## config.mk

```make
export PLATFORM = sky130hd
export DESIGN_NAME = sirc_ctrl
export DESIGN_NICKNAME = d
export VERILOG_FILES = /design/src/rtl/sirc_pkg.sv /design/src/rtl/sirc_sync.sv /design/src/rtl/sirc_detect.sv /design/src/rtl/sirc_regs.sv /design/src/rtl/sirc_prio.sv /design/src/rtl/sirc_ctrl.sv
export SDC_FILE = /design/constraint.sdc
export NUM_CORES = 1
export LEC_CHECK = 0
export ABC_AREA = 1
export BUFFER_PORTS_ARGS = -buffer_cell sky130_fd_sc_hd__buf_2
export CORE_MARGIN = 5
export CORE_UTILIZATION = 45
export CTS_CLUSTER_DIAMETER = 80
export CTS_CLUSTER_SIZE = 14
export DETAILED_ROUTE_END_ITERATION = 8
export SLEW_MARGIN = 20
export SYNTH_ARGS = -nofsm -noshare
export SYNTH_HDL_FRONTEND = slang
export SYNTH_HIERARCHICAL = 1
export SYNTH_SLANG_ARGS = --single-unit
```

## constraint.sdc

```tcl
create_clock -name clk_i -period 3.65 [get_ports clk_i]
set_input_delay 0.73 -clock clk_i [delete_from_list [all_inputs] [get_ports clk_i]]
set_output_delay 0.73 -clock clk_i [all_outputs]
set_load 0.1 [all_outputs]
```

## src/rtl/sirc_pkg.sv

```systemverilog
package sirc_pkg;
  localparam int unsigned REG_AW = 3;

  typedef enum logic [REG_AW-1:0] {
    A_EN     = 3'd0,
    A_EN_SET = 3'd1,
    A_EN_CLR = 3'd2,
    A_MODE   = 3'd3,
    A_SENSE  = 3'd4,
    A_ACK    = 3'd5,
    A_STAT   = 3'd6,
    A_RSVD   = 3'd7
  } reg_addr_e;
endpackage

```

## src/rtl/sirc_sync.sv

```systemverilog
module sirc_sync #(
  parameter int unsigned W = 32
) (
  input  logic         clk_i,
  input  logic         rst_ni,
  input  logic [W-1:0] d_i,
  output logic [W-1:0] q_o
);
  logic [W-1:0] meta_q, sync_q;

  always_ff @(posedge clk_i or negedge rst_ni) begin
    if (!rst_ni) begin
      meta_q <= '0;
      sync_q <= '0;
    end else begin
      meta_q <= d_i;
      sync_q <= meta_q;
    end
  end

  assign q_o = sync_q;
endmodule

```

## src/rtl/sirc_detect.sv

```systemverilog
module sirc_detect #(
  parameter int unsigned N = 32
) (
  input  logic         clk_i,
  input  logic         rst_ni,
  input  logic [N-1:0] sync_i,
  input  logic [N-1:0] mode_i,   // 1 edge, 0 level
  input  logic [N-1:0] sense_i,  // 1 low/falling, 0 high/rising
  input  logic [N-1:0] ack_i,
  output logic [N-1:0] pend_o
);
  for (genvar g = 0; g < N; g++) begin : g_src
    logic prev_q, pend_q, hit;

    always_ff @(posedge clk_i or negedge rst_ni) begin
      if (!rst_ni) prev_q <= 1'b0;
      else         prev_q <= sync_i[g];
    end

    assign hit = sense_i[g] ? (prev_q & ~sync_i[g]) : (~prev_q & sync_i[g]);

    // new edge beats a same-cycle acknowledge
    always_ff @(posedge clk_i or negedge rst_ni) begin
      if (!rst_ni) pend_q <= 1'b0;
      else         pend_q <= mode_i[g] & (hit | (pend_q & ~ack_i[g]));
    end

    assign pend_o[g] = mode_i[g] ? pend_q : (sync_i[g] ^ sense_i[g]);

    assert_edge_wins_R11: assert property (@(posedge clk_i) disable iff (!rst_ni)
      (mode_i[g] && hit && ack_i[g]) |=> pend_o[g] || !mode_i[g]);

    assert_ack_clears_R7: assert property (@(posedge clk_i) disable iff (!rst_ni)
      (mode_i[g] && !hit && ack_i[g]) |=> !pend_q);

    assert_latch_holds_R6: assert property (@(posedge clk_i) disable iff (!rst_ni)
      (mode_i[g] && pend_q && !ack_i[g]) |=> pend_q || !$past(mode_i[g]) || !mode_i[g]);
  end
endmodule

```

## src/rtl/sirc_regs.sv

```systemverilog
module sirc_regs
  import sirc_pkg::*;
#(
  parameter int unsigned N      = 32,
  parameter int unsigned DATA_W = 32
) (
  input  logic              clk_i,
  input  logic              rst_ni,
  input  logic              req_i,
  input  logic              we_i,
  input  logic [REG_AW-1:0] addr_i,
  input  logic [DATA_W-1:0] wdata_i,
  input  logic [N-1:0]      status_i,
  output logic [N-1:0]      en_o,
  output logic [N-1:0]      mode_o,
  output logic [N-1:0]      sense_o,
  output logic [N-1:0]      ack_o,
  output logic [DATA_W-1:0] rdata_o
);
  logic [N-1:0] en_q, mode_q, sense_q, wd;
  logic         wr;
  reg_addr_e    ra;

  assign wd = wdata_i[N-1:0];
  assign wr = req_i & we_i;
  assign ra = reg_addr_e'(addr_i);

  always_ff @(posedge clk_i or negedge rst_ni) begin
    if (!rst_ni) begin
      en_q    <= '0;
      mode_q  <= '0;
      sense_q <= '0;
    end else if (wr) begin
      unique case (ra)
        A_EN_SET: en_q    <= en_q | wd;
        A_EN_CLR: en_q    <= en_q & ~wd;
        A_MODE:   mode_q  <= wd;
        A_SENSE:  sense_q <= wd;
        default: ;
      endcase
    end
  end

  assign ack_o = (wr && ra == A_ACK) ? wd : '0;

  always_comb begin
    rdata_o = '0;
    unique case (ra)
      A_EN:    rdata_o[N-1:0] = en_q;
      A_MODE:  rdata_o[N-1:0] = mode_q;
      A_SENSE: rdata_o[N-1:0] = sense_q;
      A_STAT:  rdata_o[N-1:0] = status_i;
      default: ;
    endcase
  end

  assign en_o    = en_q;
  assign mode_o  = mode_q;
  assign sense_o = sense_q;

  assert_en_set_R1: assert property (@(posedge clk_i) disable iff (!rst_ni)
    (wr && ra == A_EN_SET) |=> ((en_q & $past(wd)) == $past(wd)) &&
                               ((en_q & ~$past(wd)) == ($past(en_q) & ~$past(wd))));

  assert_en_clr_R2: assert property (@(posedge clk_i) disable iff (!rst_ni)
    (wr && ra == A_EN_CLR) |=> ((en_q & $past(wd)) == '0) &&
                               ((en_q & ~$past(wd)) == ($past(en_q) & ~$past(wd))));

  assert_en_quiet_R1: assert property (@(posedge clk_i) disable iff (!rst_ni)
    !(wr && (ra == A_EN_SET || ra == A_EN_CLR)) |=> $stable(en_q));
endmodule

```

## src/rtl/sirc_prio.sv

```systemverilog
module sirc_prio #(
  parameter int unsigned N     = 32,
  parameter int unsigned IDX_W = $clog2(N)
) (
  input  logic [N-1:0]     status_i,
  output logic [IDX_W-1:0] idx_o,
  output logic             vld_o
);
  // descending scan: last hit is the lowest index
  always_comb begin
    idx_o = '0;
    for (int i = N - 1; i >= 0; i--) begin
      if (status_i[i]) idx_o = IDX_W'(i);
    end
  end

  assign vld_o = |status_i;

  always_comb begin
    if (vld_o) begin
      assert_lowest_R10: assert (status_i[idx_o] &&
        ((status_i & ((N'(1) << idx_o) - N'(1))) == '0));
    end
  end
endmodule

```

## src/rtl/sirc_ctrl.sv

```systemverilog
module sirc_ctrl
  import sirc_pkg::*;
#(
  parameter int unsigned N_SRC  = 32,
  parameter int unsigned DATA_W = 32,
  localparam int unsigned IDX_W = $clog2(N_SRC)
) (
  input  logic              clk_i,
  input  logic              rst_ni,
  input  logic [N_SRC-1:0]  src_i,
  input  logic              req_i,
  input  logic              we_i,
  input  logic [REG_AW-1:0] addr_i,
  input  logic [DATA_W-1:0] wdata_i,
  output logic [DATA_W-1:0] rdata_o,
  output logic              irq_o,
  output logic [IDX_W-1:0]  pend_idx_o,
  output logic              pend_vld_o
);
  logic [N_SRC-1:0] sync, en, mode, sense, ack, pend, status;

  sirc_sync #(.W(N_SRC)) u_sync (
    .clk_i (clk_i), .rst_ni (rst_ni), .d_i (src_i), .q_o (sync)
  );

  sirc_regs #(.N(N_SRC), .DATA_W(DATA_W)) u_regs (
    .clk_i (clk_i), .rst_ni (rst_ni), .req_i (req_i), .we_i (we_i),
    .addr_i (addr_i), .wdata_i (wdata_i), .status_i (status),
    .en_o (en), .mode_o (mode), .sense_o (sense), .ack_o (ack),
    .rdata_o (rdata_o)
  );

  sirc_detect #(.N(N_SRC)) u_det (
    .clk_i (clk_i), .rst_ni (rst_ni), .sync_i (sync), .mode_i (mode),
    .sense_i (sense), .ack_i (ack), .pend_o (pend)
  );

  assign status = pend & en;
  assign irq_o  = |status;

  sirc_prio #(.N(N_SRC), .IDX_W(IDX_W)) u_prio (
    .status_i (status), .idx_o (pend_idx_o), .vld_o (pend_vld_o)
  );

  assert_irq_vld_R9: assert property (@(posedge clk_i) disable iff (!rst_ni)
    irq_o == pend_vld_o);

  assert_masked_R6: assert property (@(posedge clk_i) disable iff (!rst_ni)
    (en == '0) |-> !irq_o);
endmodule

```

==> qor.csv, run 1 <==
stage;metric;value;unit
run_status;status;complete, but fails checks;
run_status;violations;setup timing;
synthesis;async_flop_share;100;%
synthesis;synth_top_family_by_area;simple AND/OR/NAND/NOR gates;
floorplan;die_x;166;um
clock_tree;clock_latency;0.49;ns
setup_path;cp_slowest_stage_delay;0.42;ns
synthesis;avgSynthCellArea;7.54;um2
floorplan;initial_utilization;45.4;%
setup_path;r2r_start;u_regs/sense_o[29]$_DFFE_PN0P_;
setup_path;cpMostUsedCell;nand2_1;
global_route;use_met1;30.5;%
route;avgViaCountPerCell;5.09;
global_route;grt_use_total;21.3;%
clock_tree;clk_pin_slew_worst_paths;0.07;ns
synthesis;synthDistinctLibCells;29;
clock_tree;cts_tree;done;
route;wl_per_cell;15.6;um
synthesis;syn-cell-area;0.0110;mm2
floorplan;io_pins;110;
clock_tree;cts_buffer_depth;3;
timing;worst_slack;-0.284;ns
synthesis;synth.top_cells.by_area;dfrtp_1 51%, nand2_1 14%, inv_1 9.8%;
setup_path;required;2.92;ns
synthesis;yosys_warnings;6;
synthesis;synth_xor_area_share;0;%
timing;slew_headroom;26.8;%
placement;dp.cells;1861;
synthesis;synth_top_area_cell;dfrtp_1;
floorplan;core_area;0.0242;mm2
floorplan;row_count;57;
setup_path;cp.buffers_inverters;4;
route;ant_nets;0;
synthesis;synth_top_flop_cell;dfrtp_1;
clock_tree;ctsRootBufferMaster;clkbuf_16;
synthesis;synth_top_area_share;51.0;%
synthesis;syn_nets;1529;
clock_tree;cts_made_buffers;19;
cells_and_area;n_antenna_cell;0;
timing;max_clock_freq;254;MHz
power_and_ir_drop;leakagePower;0.00711;uW
synthesis;syn_inst;1458;
flow_run;maxCapViolations;0;
clock_tree;h-tree-depth;1;
route;drt_wl_total;29700;um
route;firstDrtPassIters;5;
synthesis;synth-simple-area-share;31.2;%
cells_and_area;drive_above_1_share;14.0;%
synthesis;synth_edf_count;0;
timing;rsz0062_at_grt;true;
route;vias;9719;
global_route;grt_pass1_wl;48600;um
synthesis;synthMuxAreaShare;0;%
timing;tightest_slew;1.10;ns
global_route;grt_pass1_vias;9295;
floorplan;die_area;0.0276;mm2
synthesis;synth_compound_area_share;5.36;%
timing;final.period_utilization;108;%
synthesis;yosys_register_bits;224;
power_and_ir_drop;ir_worst_vdd;0.436;mV
setup_path;critPathLaunch;u_regs/sense_o[29]$_DFFE_PN0P_;
timing;drv_slew;0;
placement;place_hpwl;20100;um
cells_and_area;final_cells;1908;
setup_path;cp.depth;36;
cells_and_area;fillCellCount;2261;
global_route;grt_max_degree;82;
timing;skew;0.0108;ns
worst_hold_path;worstHoldPathType;primary input to asynchronous set/reset pin;
setup_path;r2r-end;u_det/g_src[29].pend_q$_DFF_PN0_;
cells_and_area;final_area;0.0132;mm2
clock_tree;clock_sinks;224;
synthesis;synth_fa_ha_area_share;0;%
setup_path;rrSetupSlack;2.71;ns
global_route;grt-busiest-layer;met2;
setup_path;arrival;3.20;ns
floorplan;dieHeight;166;um
setup_path;crit_path_start_kind;flop;
route;route.detailed.drc;0;
synthesis;yosysSeqAreaShare;51.0;%
global_route;grt_remaining_overflow;0;
setup_path;worstSetupPathType;flop to primary output;
cells_and_area;syn_to_final_growth;20.5;%
timing;setup_viol_count_final;1;
setup_path;reg2reg_depth;6;
placement;io_buffers;109;
timing;setup_tns;-0.284;ns
global_route;met2_usage;34.2;%
global_route;antenna_found_initial;0;
setup_path;endpoint;pend_idx_o[0];
setup_path;critPathMaxFanout;4;
setup_path;cp_slowest_cell;dfrtp_1;
timing;fin_crit;3.93;ns
placement;gp_congestion;0.855;
timing;hold_viol_final;0;
route;first_iter_violations;939;
global_route;met3_usage;3.00;%
setup_path;path_delay_family;simple AND/OR/NAND/NOR gates;
setup_path;crit_path_end_kind;primary output;
cells_and_area;nets;1657;
power_and_ir_drop;p_per_area;549;mW/mm2
placement;placed_area;0.0125;mm2
timing;worst_hold_slack;0.186;ns
-- metal layers --
| layer | up-vias | share of wire (%) |
|---|---|---|
| met2 | 299 | 46 |
| met1 | 4538 | 46 |
| met4 | 0 | 2.8 |
| met5 | - | 0 |
| met3 | 55 | 5.9 |
| li1 | 4827 | - |
-- layout by cell type (no fill, tap or decap), types with 2 or more instances in the layout --
cell type	instances
nor4_1	2
nand2_2	8
buf_4	45
o21ai_0	15
dfrtp_1	224
nor2_4	3
nand2_1	410
buf_12	39
inv_2	14
clkbuf_16	19
buf_6	2
nand2_4	3
nor2_2	7
buf_2	72
nor2_1	85
nand3_1	163
nand4_1	97
nor3_1	2
a31oi_1	32
bufinv_8	2
inv_1	278
o21ai_1	50
-- kinds of logic after synthesis --
kind of cell	count (synthesis)
AND/OR/NAND/NOR	781
buffers and inverters	347
flip-flops	224
AO/OA/AOI/OAI	106
-- cells in the mapped netlist, types with 2 or more instances --
master and number:
nor2_4 2, o21ai_0 15, nor3_1 2, nor4_1 2, o21ai_1 50, nand3_1 163
clkbuf_1 16, nand2_1 418, nand4_1 97, buf_1 7, nor2_1 91, nor2_2 2
a31oi_1 33, inv_1 286, a21oi_1 2, dfrtp_1 224, bufinv_8 2, buf_2 29
inv_2 6, nand2_2 2
-- worst reg2reg max path: stages (launching register included) --
cell and delay (ns):
dfrtp_1 0.40, inv_1 0.07, buf_4 0.13, nand3_1 0.07, nand3_1 0.07, nand2_1 0.06, inv_1 0.04
-- where the power goes --
part           internal (uW)  switching, uW  leakage (uW)
registers               2790            282       0.00278
clock network            919            858      0.000234
logic                    810           1600       0.00409
total                   4520           2740       0.00711
-- through the flow --
| stage | util, % | worst slack [ns] | total power (uW) |
|---|---|---|---|
| 2_1_floorplan | - | 0.0337 | 4670 |
| 3_3_place_gp | 51.5 | 0.289 | 5350 |
| 3_5_place_dp | 51.5 | 0.261 | 5380 |
| 4_1_cts | 54.4 | -0.268 | 7260 |
| 5_1_grt | 54.7 | -0.687 | 7700 |
| 6_report | 54.7 | -0.284 | 7270 |
-- repair_timing --
item | CTS | global route
gates resized for setup | 11 | 23
gates cloned | 0 | 0
pin swaps | 6 | 11
setup buffers | 25 | 6
hold buffers | 0 | 0
setup endpoints to repair | 2 | 4
-- worst min-delay path by stage --
stage,slack [ns],endpoint,from,depth (start not counted)
finish,0.19,u_det/g_src[16].prev_q$_DFF_PN0_,rst_ni,1
global route,0.24,u_det/g_src[16].prev_q$_DFF_PN0_,rst_ni,1
CTS,0.24,u_det/g_src[16].prev_q$_DFF_PN0_,rst_ni,1
detailed placement,0.33,u_sync/q_o[2]$_DFF_PN0_,u_sync/meta_q[2]$_DFF_PN0_,0
global placement,0.33,u_sync/q_o[8]$_DFF_PN0_,u_sync/meta_q[8]$_DFF_PN0_,0
floorplan,0.33,u_sync/q_o[0]$_DFF_PN0_,u_sync/meta_q[0]$_DFF_PN0_,0
-- area by class of cell --
type	count	area, um2	share of cell area (%)
sequential	224	5610	42.4
multi-input combinational	887	4090	30.9
timing repair buffer	160	1520	11.5
inverter	294	1130	8.55
clock buffer	19	475	3.59
tap	324	405	3.06
Power figures use the tool's default switching activity.
==> run 2: changes to the inputs <==
==> constraint.sdc (replaced) <==
create_clock -name clk_i -period 3.65 [get_ports clk_i]
set_input_delay 0.365 -clock clk_i [delete_from_list [all_inputs] [get_ports clk_i]]
set_output_delay 0.365 -clock clk_i [all_outputs]
set_load 0.1 [all_outputs]
==> run 2 against run 1 <==
Net effect:
- the run now ends clean
- flip-flop and latch count stayed put
- power is 3.1% lower
- combinational power is 10% lower
- largest cell class unchanged
- critical endpoint unchanged
==> qor.csv, run 2 (synthesis results as in run 1) <==
stage;metric;value;unit;change
power_and_ir_drop;p_per_area;551;mW/mm2;was 549 mW/mm2
timing;tightest_slew;0.902;ns;was 1.10 ns
run_status;status;finished clean;;was complete, but fails checks
cells_and_area;syn_to_final_growth;16.3;%;was 20.5%
setup_path;required;3.28;ns;was 2.92 ns
route;ant_nets;0;;unchanged
power_and_ir_drop;ir_worst_vdd;0.328;mV;was 0.436 mV
clock_tree;ctsRootBufferMaster;clkbuf_16;;unchanged
timing;drv_slew;0;;unchanged
setup_path;worstSetupPathType;flop to primary output;;unchanged
timing;hold_viol_final;0;;unchanged
clock_tree;cts_tree;done;;unchanged
clock_tree;clock_latency;0.51;ns;was 0.49 ns
clock_tree;cts_buffer_depth;3;;unchanged
setup_path;r2r_start;u_regs/sense_o[29]$_DFFE_PN0P_;;unchanged
placement;pre_cts_ws;0.425;ns;was 0.261 ns
floorplan;die_area;0.0276;mm2;unchanged
placement;io_buffers;109;;unchanged
route;first_iter_violations;783;;was 939
floorplan;initial_utilization;45.4;%;unchanged
global_route;grt_use_total;21.0;%;was 21.3%
clock_tree;h-tree-depth;1;;unchanged
cells_and_area;final_cell_mix;417 x nand2_1, 276 x inv_1, 224 x dfrtp_1, 163 x nand3_1, 106 x buf_2;;was 410 x nand2_1, 278 x inv_1, 224 x dfrtp_1, 163 x nand3_1, 97 x nand4_1
route;drt_wl_total;29300;um;was 29700 um
route;avgViaCountPerCell;5.01;;was 5.09
setup_path;rrSetupSlack;2.74;ns;was 2.71 ns
floorplan;row_count;57;;unchanged
cells_and_area;fillCellCount;2315;;was 2261
placement;gp_congestion;0.834;;was 0.855
global_route;antenna_found_initial;0;;unchanged
timing;skew;0.0172;ns;was 0.0108 ns
route;vias;9606;;was 9719
global_route;grt_max_degree;100;;was 82
placement;place_hpwl;19700;um;was 20100 um
setup_path;critPathMaxFanout;4;;unchanged
setup_path;cp_slowest_cell;dfrtp_1;;unchanged
timing;worst_slack;0.0735;ns;was -0.284 ns
worst_hold_path;min-delay-start;wdata_i[1];;
setup_path;crit_path_start_kind;flop;;unchanged
global_route;grt_pass1_wl;47900;um;was 48600 um
clock_tree;cts_made_buffers;19;;unchanged
timing;slew_headroom;39.9;%;was 26.8%
timing;rsz0062_at_grt;true;;unchanged
floorplan;io_pins;110;;unchanged
clock_tree;clock_sinks;224;;unchanged
cells_and_area;drive_above_1_share;11.8;%;was 14.0%
setup_path;cpMostUsedCell;nand2_1;;unchanged
clock_tree;clk_pin_slew_worst_paths;0.07;ns;about the same
route;firstDrtPassIters;5;;unchanged
cells_and_area;n_antenna_cell;0;;unchanged
global_route;grt_pass1_vias;9017;;was 9295
setup_path;arrival;3.21;ns;was 3.20 ns
global_route;grt_remaining_overflow;0;;unchanged
power_and_ir_drop;power;7040;uW;was 7270 uW
floorplan;die_x;166;um;unchanged
worst_hold_path;worstHoldPathType;primary input to flop;;was primary input to asynchronous set/reset pin
setup_path;r2r-end;u_det/g_src[29].pend_q$_DFF_PN0_;;unchanged
setup_path;crit_path_end_kind;primary output;;unchanged
setup_path;reg2reg_depth;5;;was 6
timing;fin_crit;3.58;ns;was 3.93 ns
power_and_ir_drop;leakagePower;0.00700;uW;was 0.00711 uW
setup_path;cp_slowest_stage_delay;0.42;ns;about the same
timing;final.period_utilization;98.0;%;was 108%
route;wl_per_cell;15.3;um;was 15.6 um
route;route.detailed.drc;0;;unchanged
flow_run;maxCapViolations;0;;unchanged
timing;max_clock_freq;280;MHz;was 254 MHz
cells_and_area;final_common_cell;nand2_1;;unchanged
worst_hold_path;hold_depth;3;;
cells_and_area;nets;1666;;was 1657
floorplan;core_area;0.0242;mm2;unchanged
timing;setup_viol_count_final;0;;was 1
floorplan;dieHeight;166;um;unchanged
run 2: per-stage QoR:
step | cells | setup TNS (ns) | utilization (%) | cell area, um2 | hold slack, ns
6_report | 1918 | 0 | 52.9 | 12800 | 0.149
5_1_grt | 1918 | -0.225 | 52.9 | 12800 | 0.140
4_1_cts | 1910 | 0 | 52.5 | 12700 | 0.131
3_5_place_dp | 1857 | 0 | 49.1 | 11900 | 0.335
3_3_place_gp | 1857 | 0 | 49.1 | 11900 | 0.332
2_1_floorplan | 1458 | 0 | - | 11000 | 0.0694
run 2: how the worst max path moves through the flow:
stage / cells past startpoint / endpoint / slack [ns] / from
finish: 36 / pend_idx_o[0] / 0.07 / u_sync/q_o[29]$_DFF_PN0_
global route: 36 / pend_idx_o[0] / -0.23 / u_sync/q_o[29]$_DFF_PN0_
CTS: 36 / pend_idx_o[0] / 0.0005 / u_regs/sense_o[29]$_DFFE_PN0P_
detailed placement: 36 / pend_idx_o[0] / 0.42 / u_regs/sense_o[29]$_DFFE_PN0P_
global placement: 36 / pend_idx_o[0] / 0.41 / u_regs/sense_o[31]$_DFFE_PN0P_
floorplan: 35 / pend_idx_o[0] / 0.35 / u_regs/sense_o[29]$_DFFE_PN0P_
run 2: cell type report:
type                            count  area, um2  area share [%]
Inverter                          294       1130            8.85
Tap cell                          324        405            3.17
Clock inverter                      1       8.76          0.0685
Sequential cell                   224       5610            43.9
Timing Repair Buffer              169       1120            8.78
Multi-Input combinational cell    887       4030            31.5
Clock buffer                       19        475            3.72
run 2: critical path, delay by kind of cell (launching register included):
kind / cells / cell delay [ns]
AND/OR/NAND/NOR: 30 / 1.53
flip-flops: 1 / 0.42
buffers and inverters: 4 / 0.39
AO/OA/AOI/OAI: 2 / 0.38
run 2: timing repair:
| action | 4_1_cts | 5_1_grt |
|---|---|---|
| cloned | 0 | 0 |
| gates resized for setup | 1 | 18 |
| endpoints found under the hold margin | 116 | 0 |
| buffers inserted | 0 | 8 |
| hold buffers | 33 | 0 |
| pin swaps | 0 | 7 |
| setup endpoints to repair | 1 | 2 |
run 2: power by group:
| part | switching [uW] | internal (uW) | total, uW |
|---|---|---|---|
| registers | 282 | 2790 | 3080 |
| clock network | 877 | 925 | 1800 |
| logic | 1540 | 626 | 2160 |
| total | 2700 | 4340 | 7040 |
run 2: per-layer routing:
layer / vias up / track usage (%) / part of all wire [%]
met5: - / 0 / 0
met4: 0 / 4.16 / 1.8
met3: 35 / 2.64 / 4.8
met2: 233 / 34.3 / 46
met1: 4493 / 30.4 / 47
li1: 4845 / - / -
==> run 3: changes to the inputs <==
--- a/config.mk
+++ b/config.mk
@@ -5,7 +5,6 @@
 export SDC_FILE = /design/constraint.sdc
 export NUM_CORES = 1
 export LEC_CHECK = 0
-export ABC_AREA = 1
 export BUFFER_PORTS_ARGS = -buffer_cell sky130_fd_sc_hd__buf_2
 export CORE_MARGIN = 5
 export CORE_UTILIZATION = 45
==> run 3 against run 2 <==
Net effect:
- die area down 4.7%
- area after synthesis decreased by 5.0%
- clock power barely moved
- flip-flop and latch count stayed put
- routed wire length down 11%
- register-to-register slack lost 0.10 ns
- critical path type unchanged
- critical endpoint is now irq_o
- largest cell class unchanged
- highest routed layer is now met5
==> qor.csv, run 3 <==
stage;metric;value;unit;change
cells_and_area;final_cell_mix;224 x dfrtp_1, 92 x mux2_2, 75 x buf_2, 64 x and2_1, 36 x nand2_1;;was 417 x nand2_1, 276 x inv_1, 224 x dfrtp_1, 163 x nand3_1, 106 x buf_2
route;avgViaCountPerCell;5.69;;was 5.01
global_route;grt_remaining_overflow;0;;unchanged
setup_path;cp.buffers_inverters;1;;was 4
floorplan;core_area;0.0227;mm2;was 0.0242 mm2
placement;gp_congestion;0.827;;was 0.834
synthesis;async_flop_share;100;%;unchanged
floorplan;row_count;55;;was 57
clock_tree;clk_pin_slew_worst_paths;0.06;ns;was 0.07 ns
setup_path;cp_slowest_stage_delay;0.58;ns;was 0.42 ns
timing;fin_crit;3.48;ns;was 3.58 ns
timing;skew;0.0102;ns;was 0.0172 ns
cells_and_area;seq_area;0.00561;mm2;unchanged
setup_path;worstSetupPathType;flop to primary output;;unchanged
floorplan;dieHeight;162;um;was 166 um
route;route.detailed.drc;0;;unchanged
setup_path;cp_slowest_cell;or4_4;;was dfrtp_1
synthesis;yosys-top-cells-count;224 x dfrtp_1, 92 x mux2_2, 64 x and2_1;;was 418 x nand2_1, 286 x inv_1, 224 x dfrtp_1
timing;worst_hold_slack;0.126;ns;was 0.149 ns
synthesis;syn_inst;864;;was 1458
synthesis;syn-cell-area;0.0104;mm2;was 0.0110 mm2
global_route;grt_use_total;19.9;%;was 21.0%
worst_hold_path;worstHoldPathType;primary input to flop;;unchanged
synthesis;yosysMostFrequentCell;dfrtp_1;;was nand2_1
timing;tightest_slew;0.980;ns;was 0.902 ns
flow_run;maxCapViolations;0;;unchanged
synthesis;yosys_warnings;6;;unchanged
synthesis;yosys_register_bits;224;;unchanged
floorplan;die_area;0.0263;mm2;was 0.0276 mm2
route;drt_wl_total;25900;um;was 29300 um
setup_path;required;3.28;ns;about the same
power_and_ir_drop;p_per_area;590;mW/mm2;was 551 mW/mm2
cells_and_area;final_util;55.9;%;was 52.9%
cells_and_area;syn_to_final_growth;21.6;%;was 16.3%
timing;drv_slew;0;;unchanged
route;firstDrtPassIters;5;;unchanged
synthesis;synthDistinctLibCells;43;;was 29
synthesis;synth_top_area_cell;dfrtp_1;;unchanged
placement;place_hpwl;17000;um;was 19700 um
synthesis;synth_edf_count;0;;unchanged
setup_path;critPathMaxFanout;5;;was 4
clock_tree;cts_made_buffers;19;;unchanged
timing;slew_headroom;34.4;%;was 39.9%
setup_path;arrival;3.11;ns;was 3.21 ns
clock_tree;cts_buffer_depth;3;;unchanged
floorplan;initial_utilization;45.9;%;was 45.4%
placement;pre_cts_ws;0.558;ns;was 0.425 ns
setup_path;cpMostUsedCell;or4_1;;was nand2_1
global_route;antenna_found_initial;3;;was 0
synthesis;yosysSeqAreaShare;53.7;%;was 51.0%
cells_and_area;multi_input_area;0.00465;mm2;was 0.00403 mm2
cells_and_area;fillCellCount;1940;;was 2315
timing;rsz0062_at_grt;false;;was true
run_status;status;finished clean;;unchanged
clock_tree;clock_latency;0.50;ns;was 0.51 ns
clock_tree;cts_tree;done;;unchanged
setup_path;crit_chain;xnor2_1 > o21ai_0 > and2_1 > or4_1 > or4_1 > or4_4 > buf_6;;
synthesis;synth_top_flop_cell;dfrtp_1;;unchanged
setup_path;crit_path_start_kind;flop;;unchanged
cells_and_area;drive_above_1_share;25.9;%;was 11.8%
timing;hold_viol_final;0;;unchanged
power_and_ir_drop;ir_worst_vdd;0.377;mV;was 0.328 mV
timing;max_clock_freq;287;MHz;was 280 MHz
clock_tree;clock_sinks;224;;unchanged
clock_tree;h-tree-depth;1;;unchanged
clock_tree;postCtsSetupBuffers;0;;unchanged
global_route;grt_pass1_vias;7501;;was 9017
route;ant_nets;0;;unchanged
cells_and_area;final_common_cell;dfrtp_1;;was nand2_1
cells_and_area;nets;1081;;was 1666
synthesis;avgSynthCellArea;12.1;um2;was 7.54 um2
route;vias;7363;;was 9606
timing;setup_tns;0;ns;unchanged
synthesis;syn_nets;935;;was 1529
route;first_iter_violations;485;;was 783
floorplan;io_pins;110;;unchanged
global_route;grt_pass1_wl;42000;um;was 47900 um
timing;final.period_utilization;95.3;%;was 98.0%
power_and_ir_drop;leakagePower;0.00540;uW;was 0.00700 uW
timing;setup_viol_count_final;0;;unchanged
floorplan;die_x;162;um;was 166 um
timing;worst_slack;0.171;ns;was 0.0735 ns
synthesis;synth.top_cells.by_area;dfrtp_1 54%, mux2_2 9.9%, and2_1 3.8%;;was dfrtp_1 51%, nand2_1 14%, inv_1 9.8%
setup_path;path_delay_family;simple AND/OR/NAND/NOR gates;;unchanged
synthesis;synth_top_area_share;53.7;%;was 51.0%
placement;io_buffers;109;;unchanged
route;wl_per_cell;20.0;um;was 15.3 um
clock_tree;ctsRootBufferMaster;clkbuf_16;;unchanged
global_route;grt_max_degree;114;;was 100
setup_path;crit_path_end_kind;primary output;;unchanged
==> run 3: cell types whose count changed after synthesis, moves of 34 or more <==
| cell | previous run | this run |
|---|---|---|
| nand2_1 | 418 | 36 |
| inv_1 | 286 | 6 |
| nand3_1 | 163 | 1 |
| nand4_1 | 97 | 2 |
| mux2_2 | 0 | 92 |
| nor2_1 | 91 | 11 |
| and2_1 | 0 | 64 |
| o21ai_1 | 50 | 1 |
| nor3b_1 | 0 | 34 |
==> run 3: kinds of logic after synthesis <==
| logic type | Yosys count | share of synthesized area [%] |
|---|---|---|
| and+or+nand+nor | 283 | 18.3 |
| DFF | 224 | 53.7 |
| AOI/OAI and AO/OA | 150 | 9.87 |
| muxes | 128 | 13.4 |
| buffers and inverters | 46 | 1.91 |
| xor gates and xnor gates | 33 | 2.77 |
==> run 3: routing by layer <==
layer | track usage (%) | up-vias | part of all wire (%)
li1 | - | 3461 | -
met3 | 2.97 | 48 | 4.5
met4 | 5.88 | 4 | 3.1
met1 | 28.8 | 3682 | 46
met2 | 31.3 | 168 | 46
met5 | 0 | - | 0.081
==> run 3: worst reg2reg max path: stages (launching register included) <==
cell and delay [ns]:
dfrtp_1 0.44, and3b_1 0.19, o31a_1 0.27
==> run 3: power breakdown <==
group	total (uW)	internal (uW)	switching, uW
clock network	1770	919	855
registers	3210	2860	347
logic	2510	1020	1480
total	7490	4800	2690
==> run 3: area by class of cell <==
| class | count | area share [%] |
|---|---|---|
| flip-flops and latches | 224 | 44.2 |
| multi-input cells | 594 | 36.7 |
| repair buffers | 165 | 12.4 |
| clock buffers | 19 | 3.75 |
| well taps | 285 | 2.81 |
| inverters | 6 | 0.178 |
| diodes | 1 | 0.0197 |
==> run 3: timing repair <==
action                                  in CTS  in global routing
gates resized for setup                      0                  4
endpoints found under the hold margin       70                  0
endpoints found under the setup margin       0                  1
hold buffers                                33                  0
==> run 3: worst paths after layout <==
check,to,depth (start not counted),from,slack [ns]
hold reg to reg,u_sync/q_o[23]$_DFF_PN0_,0,u_sync/meta_q[23]$_DFF_PN0_,0.35
min in group asynchronous,u_sync/meta_q[18]$_DFF_PN0_,2,rst_ni,0.53
max in group asynchronous,u_det/g_src[20].prev_q$_DFF_PN0_,3,rst_ni,2.21
hold / removal,u_regs/mode_o[6]$_DFFE_PN0P_,2,wdata_i[6],0.13
setup reg to reg,u_det/g_src[1].pend_q$_DFF_PN0_,2,u_regs/sense_o[1]$_DFFE_PN0P_,2.64
setup / recovery,irq_o,7,u_regs/sense_o[13]$_DFFE_PN0P_,0.17
==> run 3: through the flow <==
step	total power (uW)	cell area, um2	std cells
final	7490	12700	1294
after CTS	7570	12700	1293
after floorplan	4970	10400	864
after global placement	5710	11900	1241
after global routing	7890	12700	1294
after detailed placement	5740	11900	1241
